--- src/rtl/adc_lin_pkg.sv ---
package adc_lin_pkg;
  typedef enum logic [2:0] {
    ST_LOAD,
    ST_PREP,
    ST_DIV,
    ST_OUT,
    ST_DONE
  } lin_state_t;
endpackage

--- src/rtl/adc_lin_store.sv ---
module adc_lin_store #(
  parameter int NBITS = 3,
  parameter int LVL_W = 16
) (
  input  logic             clk,
  input  logic             wr_en,
  input  logic [NBITS-1:0] wr_idx,
  input  logic [LVL_W-1:0] wr_data,
  input  logic [NBITS-1:0] rd_idx_a,
  input  logic [NBITS-1:0] rd_idx_b,
  output logic [LVL_W-1:0] rd_a,
  output logic [LVL_W-1:0] rd_b
);
  localparam int DEPTH = (1 << NBITS) - 1;

  logic [LVL_W-1:0] mem [DEPTH];

  for (genvar g = 0; g < DEPTH; g++) begin : g_slot
    always_ff @(posedge clk) begin
      if (wr_en && (wr_idx == NBITS'(g))) mem[g] <= wr_data;
    end
  end

  always_comb begin
    rd_a = (rd_idx_a < NBITS'(DEPTH)) ? mem[rd_idx_a] : '0;
    rd_b = (rd_idx_b < NBITS'(DEPTH)) ? mem[rd_idx_b] : '0;
  end
endmodule

--- src/rtl/adc_lin_div.sv ---
module adc_lin_div #(
  parameter int NUM_W = 29,
  parameter int DEN_W = 16
) (
  input  logic             clk,
  input  logic             rst_n,
  input  logic             go,
  input  logic [NUM_W-1:0] num,
  input  logic [DEN_W-1:0] den,
  output logic             fin,
  output logic [NUM_W-1:0] quo
);
  localparam int CNT_W = $clog2(NUM_W + 1);

  logic [DEN_W:0]   rem;
  logic [NUM_W-1:0] shreg;
  logic [CNT_W-1:0] cnt;
  logic             busy;
  logic [DEN_W:0]   rem_sh;
  logic [DEN_W:0]   rem_nx;
  logic             take;

  always_comb begin
    rem_sh = {rem[DEN_W-1:0], shreg[NUM_W-1]};
    take   = rem_sh >= {1'b0, den};
    rem_nx = take ? (rem_sh - {1'b0, den}) : rem_sh;
  end

  always_ff @(posedge clk or negedge rst_n) begin
    if (!rst_n) begin
      rem   <= '0;
      shreg <= '0;
      cnt   <= '0;
      busy  <= 1'b0;
      fin   <= 1'b0;
    end else if (go) begin
      rem   <= '0;
      shreg <= num;
      cnt   <= CNT_W'(NUM_W);
      busy  <= 1'b1;
      fin   <= 1'b0;
    end else if (busy) begin
      rem   <= rem_nx;
      shreg <= {shreg[NUM_W-2:0], take};
      cnt   <= cnt - CNT_W'(1);
      if (cnt == CNT_W'(1)) begin
        busy <= 1'b0;
        fin  <= 1'b1;
      end
    end else begin
      fin <= 1'b0;
    end
  end

  assign quo = shreg;
endmodule

--- src/rtl/adc_lin_acc.sv ---
module adc_lin_acc #(
  parameter int OUT_W = 16
) (
  input  logic                    clk,
  input  logic                    rst_n,
  input  logic                    clr,
  input  logic                    upd,
  input  logic signed [OUT_W-1:0] dnl,
  input  logic                    dnl_def,
  input  logic                    inl_def,
  output logic signed [OUT_W-1:0] inl,
  output logic [OUT_W-1:0]        max_dnl,
  output logic [OUT_W-1:0]        max_inl
);
  localparam logic signed [OUT_W-1:0] POS_LIM = {1'b0, {(OUT_W-1){1'b1}}};
  localparam logic signed [OUT_W-1:0] NEG_LIM = {1'b1, {(OUT_W-1){1'b0}}};

  logic signed [OUT_W-1:0] acc;
  logic signed [OUT_W:0]   sum;
  logic signed [OUT_W-1:0] sum_sat;
  logic [OUT_W-1:0]        dnl_mag;
  logic [OUT_W-1:0]        inl_mag;

  always_comb begin
    sum = {acc[OUT_W-1], acc} + {dnl[OUT_W-1], dnl};
    if (sum[OUT_W] != sum[OUT_W-1]) sum_sat = sum[OUT_W] ? NEG_LIM : POS_LIM;
    else                            sum_sat = sum[OUT_W-1:0];
    dnl_mag = dnl[OUT_W-1] ? (~dnl + 1'b1) : dnl;
    inl_mag = acc[OUT_W-1] ? (~acc + 1'b1) : acc;
  end

  always_ff @(posedge clk or negedge rst_n) begin
    if (!rst_n) begin
      acc     <= '0;
      max_dnl <= '0;
      max_inl <= '0;
    end else if (clr) begin
      acc     <= '0;
      max_dnl <= '0;
      max_inl <= '0;
    end else if (upd) begin
      if (inl_def && (inl_mag > max_inl)) max_inl <= inl_mag;
      if (dnl_def) begin
        if (dnl_mag > max_dnl) max_dnl <= dnl_mag;
        acc <= sum_sat;
      end
    end
  end

  assign inl = acc;
endmodule

--- src/rtl/adc_lin_calc.sv ---
module adc_lin_calc #(
  parameter int NBITS = 3,
  parameter int LVL_W = 16,
  parameter int FRAC  = 10,
  parameter int OUT_W = 16
) (
  input  logic                    clk,
  input  logic                    rst_n,
  input  logic                    in_valid,
  output logic                    in_ready,
  input  logic [LVL_W-1:0]        in_level,
  input  logic                    start,
  output logic                    out_valid,
  input  logic                    out_ready,
  output logic [NBITS-1:0]        out_code,
  output logic signed [LVL_W:0]   out_width,
  output logic signed [OUT_W-1:0] out_dnl,
  output logic                    out_dnl_def,
  output logic signed [OUT_W-1:0] out_inl,
  output logic                    out_inl_def,
  output logic                    done,
  output logic [OUT_W-1:0]        max_dnl,
  output logic [OUT_W-1:0]        max_inl,
  output logic                    missing,
  output logic                    nonmono,
  output logic                    span_err
);
  import adc_lin_pkg::*;

  localparam int NT    = (1 << NBITS) - 1;
  localparam int DIVS  = (1 << NBITS) - 2;
  localparam int NUM_W = LVL_W + NBITS + FRAC;
  localparam int ONE   = 1 << FRAC;
  localparam logic [NBITS-1:0]    LAST_C = NBITS'(NT);
  localparam logic signed [NUM_W:0] MAXPOS = (NUM_W+1)'((1 << (OUT_W-1)) - 1);

  lin_state_t state;

  logic [NBITS-1:0]        load_cnt;
  logic [LVL_W-1:0]        prev_lvl;
  logic                    bad_pend;
  logic [NBITS-1:0]        code;
  logic [LVL_W-1:0]        span;
  logic signed [LVL_W:0]   rec_width;
  logic signed [OUT_W-1:0] rec_dnl;
  logic                    rec_dnl_def;

  logic [NBITS-1:0]        rd_idx_a, rd_idx_b;
  logic [LVL_W-1:0]        rd_a, rd_b;
  logic                    wr_en;
  logic                    launch;
  logic                    interior;
  logic signed [LVL_W:0]   width_c;
  logic [LVL_W-1:0]        width_u;
  logic [NUM_W-1:0]        num_c;
  logic                    div_go, div_fin;
  logic [NUM_W-1:0]        quo;
  logic signed [NUM_W:0]   dq;
  logic signed [OUT_W-1:0] dnl_c;
  logic                    rec_take;

  assign in_ready  = (state == ST_LOAD) && (load_cnt != LAST_C);
  assign wr_en     = in_valid && in_ready;
  assign launch    = (state == ST_LOAD) && start && (load_cnt == LAST_C);
  assign interior  = (code != '0) && (code != LAST_C);
  assign out_valid = (state == ST_OUT);
  assign rec_take  = out_valid && out_ready;
  assign done      = (state == ST_DONE);
  assign div_go    = (state == ST_PREP) && interior && !nonmono;

  always_comb begin
    if (state == ST_LOAD) begin
      rd_idx_a = NBITS'(NT - 1);
      rd_idx_b = '0;
    end else begin
      rd_idx_a = code;
      rd_idx_b = code - NBITS'(1);
    end
    width_c = $signed({1'b0, rd_a}) - $signed({1'b0, rd_b});
    width_u = rd_a - rd_b;
    num_c   = (NUM_W'(width_u) * NUM_W'(DIVS)) << FRAC;
    dq      = $signed({1'b0, quo}) - $signed((NUM_W+1)'(ONE));
    dnl_c   = (dq > MAXPOS) ? OUT_W'(MAXPOS) : OUT_W'(dq);
  end

  adc_lin_store #(.NBITS(NBITS), .LVL_W(LVL_W)) u_store (
    .clk      (clk),
    .wr_en    (wr_en),
    .wr_idx   (load_cnt),
    .wr_data  (in_level),
    .rd_idx_a (rd_idx_a),
    .rd_idx_b (rd_idx_b),
    .rd_a     (rd_a),
    .rd_b     (rd_b)
  );

  adc_lin_div #(.NUM_W(NUM_W), .DEN_W(LVL_W)) u_div (
    .clk   (clk),
    .rst_n (rst_n),
    .go    (div_go),
    .num   (num_c),
    .den   (span),
    .fin   (div_fin),
    .quo   (quo)
  );

  adc_lin_acc #(.OUT_W(OUT_W)) u_acc (
    .clk     (clk),
    .rst_n   (rst_n),
    .clr     (launch),
    .upd     (rec_take),
    .dnl     (rec_dnl),
    .dnl_def (rec_dnl_def),
    .inl_def (out_inl_def),
    .inl     (out_inl),
    .max_dnl (max_dnl),
    .max_inl (max_inl)
  );

  always_ff @(posedge clk or negedge rst_n) begin
    if (!rst_n) begin
      state       <= ST_LOAD;
      load_cnt    <= '0;
      prev_lvl    <= '0;
      bad_pend    <= 1'b0;
      code        <= '0;
      span        <= '0;
      rec_width   <= '0;
      rec_dnl     <= '0;
      rec_dnl_def <= 1'b0;
      missing     <= 1'b0;
      nonmono     <= 1'b0;
      span_err    <= 1'b0;
    end else begin
      unique case (state)
        ST_LOAD: begin
          if (wr_en) begin
            load_cnt <= load_cnt + NBITS'(1);
            prev_lvl <= in_level;
            if ((load_cnt != '0) && (in_level < prev_lvl)) bad_pend <= 1'b1;
          end else if (launch) begin
            span     <= rd_a - rd_b;
            span_err <= !(rd_a > rd_b);
            nonmono  <= bad_pend;
            missing  <= 1'b0;
            code     <= '0;
            state    <= (rd_a > rd_b) ? ST_PREP : ST_DONE;
          end
        end
        ST_PREP: begin
          if (!interior) begin
            rec_width   <= '0;
            rec_dnl     <= '0;
            rec_dnl_def <= 1'b0;
            state       <= ST_OUT;
          end else begin
            rec_width <= width_c;
            if (nonmono) begin
              rec_dnl     <= '0;
              rec_dnl_def <= 1'b0;
              state       <= ST_OUT;
            end else begin
              state <= ST_DIV;
            end
          end
        end
        ST_DIV: begin
          if (div_fin) begin
            rec_dnl     <= dnl_c;
            rec_dnl_def <= 1'b1;
            state       <= ST_OUT;
          end
        end
        ST_OUT: begin
          if (out_ready) begin
            if (interior && (rec_width == '0)) missing <= 1'b1;
            if (code == LAST_C) begin
              state <= ST_DONE;
            end else begin
              code  <= code + NBITS'(1);
              state <= ST_PREP;
            end
          end
        end
        ST_DONE: begin
          state    <= ST_LOAD;
          load_cnt <= '0;
          bad_pend <= 1'b0;
        end
        default: state <= ST_LOAD;
      endcase
    end
  end

  assign out_code    = code;
  assign out_width   = rec_width;
  assign out_dnl     = rec_dnl;
  assign out_dnl_def = rec_dnl_def;
  assign out_inl_def = (code != '0) && !nonmono;
endmodule

--- config.mk ---
export PLATFORM = sky130hd
export DESIGN_NAME = adc_lin_calc
export DESIGN_NICKNAME = d
export VERILOG_FILES = /design/src/rtl/adc_lin_pkg.sv /design/src/rtl/adc_lin_store.sv /design/src/rtl/adc_lin_div.sv /design/src/rtl/adc_lin_acc.sv /design/src/rtl/adc_lin_calc.sv
export SDC_FILE = /design/constraint.sdc
export NUM_CORES = 1
export LEC_CHECK = 0
export BUFFER_PORTS_ARGS = -buffer_cell sky130_fd_sc_hd__buf_2
export CAP_MARGIN = 5
export CORE_MARGIN = 1
export CORE_UTILIZATION = 50
export DETAILED_ROUTE_END_ITERATION = 16
export PLACE_DENSITY = 0.68
export SETUP_SLACK_MARGIN = 0.02
export SLEW_MARGIN = 5
export SYNTH_ARGS = -nofsm -noshare
export SYNTH_HDL_FRONTEND = slang
export SYNTH_SLANG_ARGS = --single-unit
--- constraint.sdc ---
create_clock -name clk -period 13.95 [get_ports clk]
set_input_delay 1.395 -clock clk [delete_from_list [all_inputs] [get_ports clk]]
set_output_delay 1.395 -clock clk [all_outputs]
set_load 0.02 [all_outputs]
## Word-level counts from Yosys, hierarchy flattened

Memory sizes are Yosys's and may differ from the RTL's.
Index checks and enable logic that the tools add are counted.

| cells by class | value |
|---|---|
| add/sub/neg operators | 11 |
| multipliers | 1 |
| order comparisons | 8 |
| equality and inequality tests | 26 |
| mux-type cells | 97 |
| bitwise operators | 3 |
| reductions and logical operators | 51 |

Operator list:

| cell | count |
|---|---|
| $mux W16 | 29 |
| $reduce_or A16 Y1 | 6 |
| $mux W29 | 2 |
| $mux W3 | 19 |
| $gt A16 B16 Y1 | 3 |
| $mux W1 | 37 |
| $add A16 B1 Y16 const B | 2 |
| $not A16 Y16 | 2 |
| $pmux W16 S2 | 1 |
| $sub A16 B16 Y16 | 2 |
| $gt A30 B16 Y1 const B | 1 |
| $sub A29 B11 Y30 const B | 1 |
| $logic_and A1 B1 Y1 | 19 |
| $eq A3 B3 Y1 const B | 6 |
| $mul A16 B2 Y18 const B | 1 |
| $add A16 B16 Y17 | 1 |
| $ge A17 B16 Y1 | 1 |
| $logic_not A17 Y1 | 1 |
| $mux W17 | 1 |
| $sub A16 B16 Y17 | 1 |
| $lt A16 B16 Y1 | 1 |
| $reduce_bool A2 Y1 | 8 |
| $eq A3 B2 Y1 const B | 4 |
| $ne A3 B3 Y1 const B | 4 |
| other kinds (21) | 44 |

| storage, ports and cells | value |
|---|---|
| register bits after elaboration | 179 |
| memory bits (writable) | 112 |
| input port bits | 21 |
| logic and storage cells | 218 |
| memories kept | 1 |

Memory list:

| name | depth | bits a word | rd ports | clocked after memory_dff | write ports | line | source |
|---|---|---|---|---|---|---|---|
| u_store.mem | 7 | 16 | 2 | 0 | 1 | adc_lin_store.sv:16 | `logic [LVL_W-1:0] mem [DEPTH];` |

## Depth between registers and ports, before layout

Gate-level depths: netlist of run 1.

| logic depth | value |
|---|---|
| word-level depth | 13 |
| gate-level depth with buffers | 28 |
| gate-level depth less buffers | 25 |

## Cells and area by module

A second synthesis of run 1 with hierarchy kept.

| unflattened totals | value |
|---|---|
| cell total of the unflattened synthesis | 1838 |
| area, all modules | 18729.2 sq um |

By module, submodules not included:

| module | instances | cells each | area each (sq um) |
|---|---|---|---|
| adc_lin_store | 1 | 354 | 5520.3 |
| adc_lin_calc | 1 | 624 | 5511.5 |
| adc_lin_acc | 1 | 468 | 4196.5 |
| adc_lin_div | 1 | 392 | 3500.9 |

## Worst setup path after synthesis of run 1

No wires, ideal clock.

| path | value |
|---|---|
| kind | register -> register |
| start | register code[0], in the netlist out_code[0] |
| end | register u_div.shreg[26], in the netlist u_div.quo[26] |
| library setup time | 0.120 ns |
| arrival | 6.294 ns |
| required time | 13.830 ns |
| path slack | 7.536 ns |
| stages on the path, launching flop included | 27 |
| path buffers | 4 |
| cells stage by stage | dfrtp_1 -> inv_1 -> clkbuf_1 -> clkbuf_1 -> ha_1 -> clkbuf_1 -> inv_1 -> o21ai_1 -> clkbuf_1 -> a21oi_1 -> o21ai_0 -> ha_1 -> inv_1 -> fa_1 -> a21o_1 -> a21oi_1 -> o31ai_1 -> a2111oi_0 -> nor3_1 -> xor2_1 -> ha_1 -> a21o_1 -> a21o_1 -> a21oi_1 -> a21boi_0 -> or4_1 -> a31o_2 |

| on the way | value |
|---|---|
| cells in the longest elaborated chain, start to end | 7 |

RTL lines:

| element | line | source |
|---|---|---|
| start: declaration | adc_lin_calc.sv:42 | `logic [NBITS-1:0] code;` |
| start signal: assignment | adc_lin_calc.sv:180 | `code <= code + NBITS'(1);` |
| $sub A3 B1 Y3 | adc_lin_calc.sv:77 | `rd_idx_b = code - NBITS'(1);` |
| $mux W3 | adc_lin_calc.sv:72 | `if (state == ST_LOAD) begin` |
| $mem_v2 Z7 W16 / $lt A3 B3 Y1 (equally long branches) | - |  |
| $mux W16 | adc_lin_store.sv:26 | `rd_b = (rd_idx_b < NBITS'(DEPTH)) ? mem[rd_idx_b] : '0;` |
| $sub A16 B16 Y16 | adc_lin_calc.sv:80 | `width_u = rd_a - rd_b;` |
| $mul A16 B2 Y18 | adc_lin_calc.sv:81 | `num_c = (NUM_W'(width_u) * NUM_W'(DIVS)) << FRAC;` |
| $mux W29 | adc_lin_div.sv:36 | `end else if (go) begin` |
| end signal: assignment | adc_lin_div.sv:38 | `shreg <= num;` |
| end signal: assignment | adc_lin_div.sv:44 | `shreg <= {shreg[NUM_W-2:0], take};` |
| end: declaration | adc_lin_div.sv:16 | `logic [NUM_W-1:0] shreg;` |

Several ways; a longest one is shown, not always the timed one.
A chain may end at the register's enable or synchronous reset.

## Worst setup path in the final report of run 1

Ends and elaborated chain as after synthesis.

==> results of run 1 <==
==> sequential cells by signal, indices dropped and copies added (netlist names), 3 cells and up <==
register,count
out_dnl,16
state,3
u_div.quo,29
out_code,3
u_acc.max_inl,16
u_acc.inl,16
prev_lvl,16
u_div.cnt,5
span,16
load_cnt,3
out_width,17
u_store.mem,112
u_div.rem,16
u_acc.max_dnl,16
==> routing by layer <==
metal  global-route usage  up-vias  share of wire
li1                     -     7218              -
met2                0.442      581           0.45
met5                    0        -              0
met1                0.386     7442           0.45
met4               0.0936        0          0.030
met3               0.0423      107          0.063
==> synthesized netlist by cell type, types with 14 or more instances <==
cell type / instances / area, um^2
mux2i_1: 49 / 490
mux2_2: 24 / 270
edfxtp_1: 112 / 3360
a32oi_1: 15 / 131
nor3_1: 33 / 165
a31oi_1: 39 / 244
ha_1: 128 / 1600
nand4_1: 33 / 206
xnor2_1: 52 / 455
a221o_1: 16 / 160
a211oi_1: 22 / 165
inv_1: 107 / 402
o21ai_0: 124 / 621
o2bb2ai_1: 15 / 131
o21a_1: 25 / 188
o221ai_1: 15 / 131
or2_2: 18 / 113
and2_1: 16 / 100
nor2_1: 94 / 353
nor4_1: 14 / 87.6
o31ai_1: 22 / 165
a221oi_1: 16 / 140
xor2_1: 24 / 210
a21o_1: 51 / 383
nand3_1: 68 / 340
nor2b_1: 31 / 194
clkbuf_1: 74 / 278
a21oi_1: 77 / 385
nand2_1: 213 / 800
dfrtp_1: 179 / 4480
==> critical path: cells and delay by family (launching register included) <==
kind | cells | cell delay (ps)
xor gates and xnor gates | 1 | 290
DFF | 1 | 320
and+or+nand+nor | 4 | 1690
buffers and inverters | 4 | 690
AOI/OAI and AO/OA | 12 | 2540
adders and majority gates | 4 | 1260
==> stage by stage <==
| stage | cells | utilization |
|---|---|---|
| after global placement | 2402 | 0.539 |
| after CTS | 2463 | 0.575 |
| after detailed placement | 2402 | 0.539 |
| final | 2465 | 0.575 |
| after global routing | 2463 | 0.575 |
| after floorplan | 1893 | - |
==> cell families after synthesis <==
logic type,Yosys count
flops,291
simple gates,576
buf+inv,197
fa+ha+maj,142
xor+xnor,77
compound gates,537
mux,73
==> worst max path at each step <==
| stage | endpoint | cells after the start | startpoint |
|---|---|---|---|
| floorplan | u_div.quo[26] | 26 | out_code[0] |
| global placement | u_div.quo[26] | 25 | out_code[0] |
| detailed placement | u_div.quo[26] | 25 | out_code[0] |
| CTS | u_div.quo[26] | 25 | out_code[0] |
| global route | u_div.quo[26] | 25 | out_code[0] |
| finish | u_div.quo[26] | 25 | out_code[0] |
==> cell usage in the layout (no fill, tap or decap), types with 18 or more instances in the layout <==
cell / netlist / routed
nand4_1: 33 / 33
or2_2: 18 / 18
xnor2_1: 52 / 52
buf_4: 2 / 26
inv_1: 107 / 107
nor3_1: 33 / 33
buf_2: 7 / 111
nor2b_1: 31 / 31
a21oi_1: 77 / 77
a21o_1: 51 / 51
nand3_1: 68 / 67
nor2_1: 94 / 90
clkbuf_16: 0 / 36
o31ai_1: 22 / 22
ha_1: 128 / 128
a211oi_1: 22 / 22
mux2i_1: 49 / 49
dfrtp_1: 179 / 178
o21a_1: 25 / 25
o21ai_0: 124 / 124
nand2_1: 213 / 213
a31oi_1: 39 / 39
xor2_1: 24 / 24
edfxtp_1: 112 / 112
mux2_2: 24 / 24
==> layout make-up <==
cell class | instances | area (um^2) | share of cell area
antenna | 2 | 5.00 | 0.000242
clock buffer | 44 | 981 | 0.0475
clock inverter | 17 | 295 | 0.0143
inverter | 107 | 402 | 0.0195
multi-input combinational | 1405 | 9770 | 0.473
sequential | 291 | 7840 | 0.380
tap | 461 | 577 | 0.0279
timing repair buffer | 138 | 764 | 0.0370
==> results.cfg, run 1 <==
[clocking]
cts_root_buffer = clkbuf_16
cts_tree = done
clkSinkCount = 291
numCtsBuffers = 34
cts_htree_levels = 2
cts_buffer_depth = 3
path_clk_slew_ps = 60
insertion_delay_ps = 570
cts_resized = 0
ctsHoldBuffers = 0
cts_setup_buffers = 0

[worst_setup_path]
crit_path_end_kind = register
slowest_delay_ps = 990
worstSetupPathType = register to register
cpMaxStageDelayCell = nor2_1
reg2reg_depth = 25
cp.arrival_ps = 7360
r2r_end = u_div.quo[26]
cp_max_fo = 43
rrSetupSlack_ps = 7020
required_ps = 14380
r2r-start = out_code[0]
start_kind = register

[yosys]
synthMuxAreaShare = 0.0414
syn_area_per_cell_um2 = 9.72
syn-cell-area_um2 = 18400
syn_inst = 1893
synth_compound_area_frac = 0.203
ys_types = 83
yosysWarnings = 0
ys_ff_latch = 291
synth.net_count = 2046
synth-async-reset-ratio = 0.615
synthSimpleGateAreaFrac = 0.151
synth_top_flop_cell = dfrtp_1
synth-seq-area-share = 0.426
synth_top_family_by_area = compound AO/OA/AOI/OAI gates
synth-edff-count = 112
synth-xor-area-share = 0.0371
synth_fa_ha_area_frac = 0.0969

[floorplan]
dieArea_um2 = 37600
die_x_um = 194
num_rows = 69
start_util = 0.512
dieHeight_um = 194
ioPinCount = 113
core_um2 = 35900

[detailed_routing]
drt-pass1-iter-count = 9
ant_nets = 0
vias = 15348
drt-initial-drc-count = 1312
wl_per_cell_um = 21.0
routed_via_density = 6.23
drt_drc_violations_left = 0
wirelength_mm = 51.8

[placed_design]
placed_area_um2 = 19400
dp_hpwl_mm = 36.3
portBuffers = 112
gp_congestion = 0.918
dp_slack_ps = 7150

[worst_hold_path]
hp-class = register to register
holdPathStages = 2
min_from = prev_lvl[0]
hold_end = prev_lvl[0]

[timing]
slew_headroom = 0.117
slew_viol_final = 0
rsz0062_at_grt = no
setup_ws_ps = 7020
worstMarginPinSlew_ps = 1320
period_needed_ps = 6930
fin_crit_sh = 0.497
fin_hold_ws_ps = 483
finalClockSkew_ps = 33.5
setup_viol = 0
clock.fmax_mhz = 144
fin_setup_tns_ps = 0
hold_viol_final = 0

[status]
outcome = completed

[cells_and_area]
layout.nets = 2130
synthToLayoutAreaGrowth_pct = 12.2
stdcell_area_um2 = 20600
drive_above_1_share = 0.131
fillerInstances = 3169

[global_routing]
antenna_found_initial = 1
grt.total_usage = 0.278
grt_max_degree = 71
grt_pass1_vias = 14852
grt-ovfl-total = 0
grt_pass1_wl_mm = 82.7

[flow_run]
drv_cap = 0
Power of run 1 is not shown: default switching activity piles up to over one toggle a cycle in this logic, so the estimate is an artifact.
==> run 2: changes to the inputs <==
--- a/config.mk
+++ b/config.mk
@@ -10,7 +10,7 @@
 export CORE_MARGIN = 1
 export CORE_UTILIZATION = 50
 export DETAILED_ROUTE_END_ITERATION = 16
-export PLACE_DENSITY = 0.68
+export PLACE_DENSITY = 0.7
 export SETUP_SLACK_MARGIN = 0.02
 export SLEW_MARGIN = 5
 export SYNTH_ARGS = -nofsm -noshare
==> constraint.sdc (replaced) <==
create_clock -name clk -period 5.9 [get_ports clk]
set_input_delay 0.59 -clock clk [delete_from_list [all_inputs] [get_ports clk]]
set_output_delay 0.59 -clock clk [all_outputs]
set_load 0.02 [all_outputs]
==> results.cfg, run 2 (synthesis results as in run 1) <==
[worst_setup_path]
crit_path_end_kind = register
crit_buf_inv = 1
slowest_delay_ps = 560
required_ps = 6330
cp_top_family = compound AO/OA/AOI/OAI gates
start_kind = register
cpMaxStageDelayCell = or3_1
cp_max_fo = 10
cp.arrival_ps = 5900
cp_cell_sequence = buf_4 -> or3_1 -> nand2_1 -> a221oi_1 -> a31oi_1 -> ha_1 -> nor2b_1 -> o21ai_0 -> a21oi_1 -> o21ai_0 -> a21boi_0 -> nor3_1 -> nor2_1 -> ha_1 -> a21o_1 -> a21o_1 -> a21oi_1 -> a21boi_0 -> or4_1 -> a31o_2
worstSetupPathType = register to register

[floorplan]
dieArea_um2 = 37600
dieHeight_um = 194
die_x_um = 194
core_um2 = 35900
start_util = 0.512
num_rows = 69
ioPinCount = 113

[global_routing]
grt.total_usage = 0.277
grt-ovfl-total = 0
grt_max_degree = 88
antenna_found_initial = 2
grt_pass1_wl_mm = 82.7
grt_pass1_vias = 15020

[detailed_routing]
drt-initial-drc-count = 1408
wirelength_met1_mm = 22.8
ant_nets = 0
drt_drc_violations_left = 0
wirelength_mm = 51.8
vias = 15661
route.met2.wl_mm = 23.3
wl_per_cell_um = 20.8
drt-pass1-iter-count = 8
route.met3.wl_mm = 4.12
maxUsedRoutingLayer = met4
routed_via_density = 6.30

[timing]
slew_viol_final = 0
setup_ws_ps = 425
hold_viol_final = 0
period_needed_ps = 5470
clock.fmax_mhz = 183
worstMarginPinSlew_ps = 1200
finalClockSkew_ps = 22.9
fin_hold_ws_ps = 85.4
fin_setup_tns_ps = 0
slew_headroom = 0.198
rsz0062_at_grt = no
fin_crit_sh = 0.928
setup_viol = 0

[cells_and_area]
final_cell_mix = 213 x nand2_1, 177 x dfrtp_1, 128 x ha_1
layout.nets = 2148
regMostFlops = u_store.mem
largest_reg_flops = 112
stdcell_area_um2 = 20700
drive_above_1_share = 0.139
synthToLayoutAreaGrowth_pct = 12.5
seq_area_um2 = 7850
multi_input_area_um2 = 9790
fillerInstances = 3082
layout_commonest_cell = nand2_1

[worst_hold_path]
hp-class = input port to async pin

[clocking]
cts_htree_levels = 2
cts_tree = done
clkSinkCount = 291
cts_root_buffer = clkbuf_16
numCtsBuffers = 35
cts_buffer_depth = 3
insertion_delay_ps = 550
path_clk_slew_ps = 60

[placed_design]
portBuffers = 112
dp_slack_ps = 77.3
placed_area_um2 = 19500
dp_hpwl_mm = 36.2
gp_congestion = 0.973

[flow_run]
drv_cap = 0

[status]
outcome = completed
[run 2: changes by cell type in the layout (fill, tap and decap cells not counted), moves of 2 or more]
cell	delta
buf_4	+16
nor2_1	-2
bufinv_16	-4
clkinv_2	+3
clkbuf_1	+4
[run 2: path summary, 6_finish.rpt]
path,slack [ps],cells after the start,end,from
worst max register to register,430,20,u_div.quo[26],state[0]
worst min-delay path,90,1,u_acc.max_dnl[5],rst_n
worst min register to register,480,2,span_err,span_err
worst max-delay path,430,20,u_div.quo[26],state[0]
max in group asynchronous,4610,2,u_div.busy,rst_n
min in group clk,330,1,u_store.mem[3][9],in_level[9]
[run 2: repair_timing]
item / CTS / global route
setup endpoints to repair: 0 / 5
hold buffers: 0 / 0
resized for setup: 0 / 5
buffers inserted: 0 / 1
[run 2: layout make-up]
class                   instances  area share
flip-flops and latches        291       0.379
inverters                     107      0.0194
clock inverters                16     0.00865
clock buffers                  48      0.0481
repair buffers                155      0.0433
well taps                     461      0.0279
multi-input cells            1405       0.473
diodes                          2    0.000242
[run 2: through the flow]
step,utilization,std cells
5_1_grt,0.576,2483
2_1_floorplan,-,1893
3_5_place_dp,0.543,2418
6_report,0.576,2485
4_1_cts,0.575,2482
3_3_place_gp,0.543,2418
[run 2: metal layers]
| metal | vias to the layer above | GRT usage |
|---|---|---|
| li1 | 7266 | - |
| met3 | 117 | 0.0471 |
| met2 | 709 | 0.434 |
| met1 | 7569 | 0.385 |
| met4 | 0 | 0.101 |
| met5 | - | 0 |
Power of run 2 is left out for the same reason.
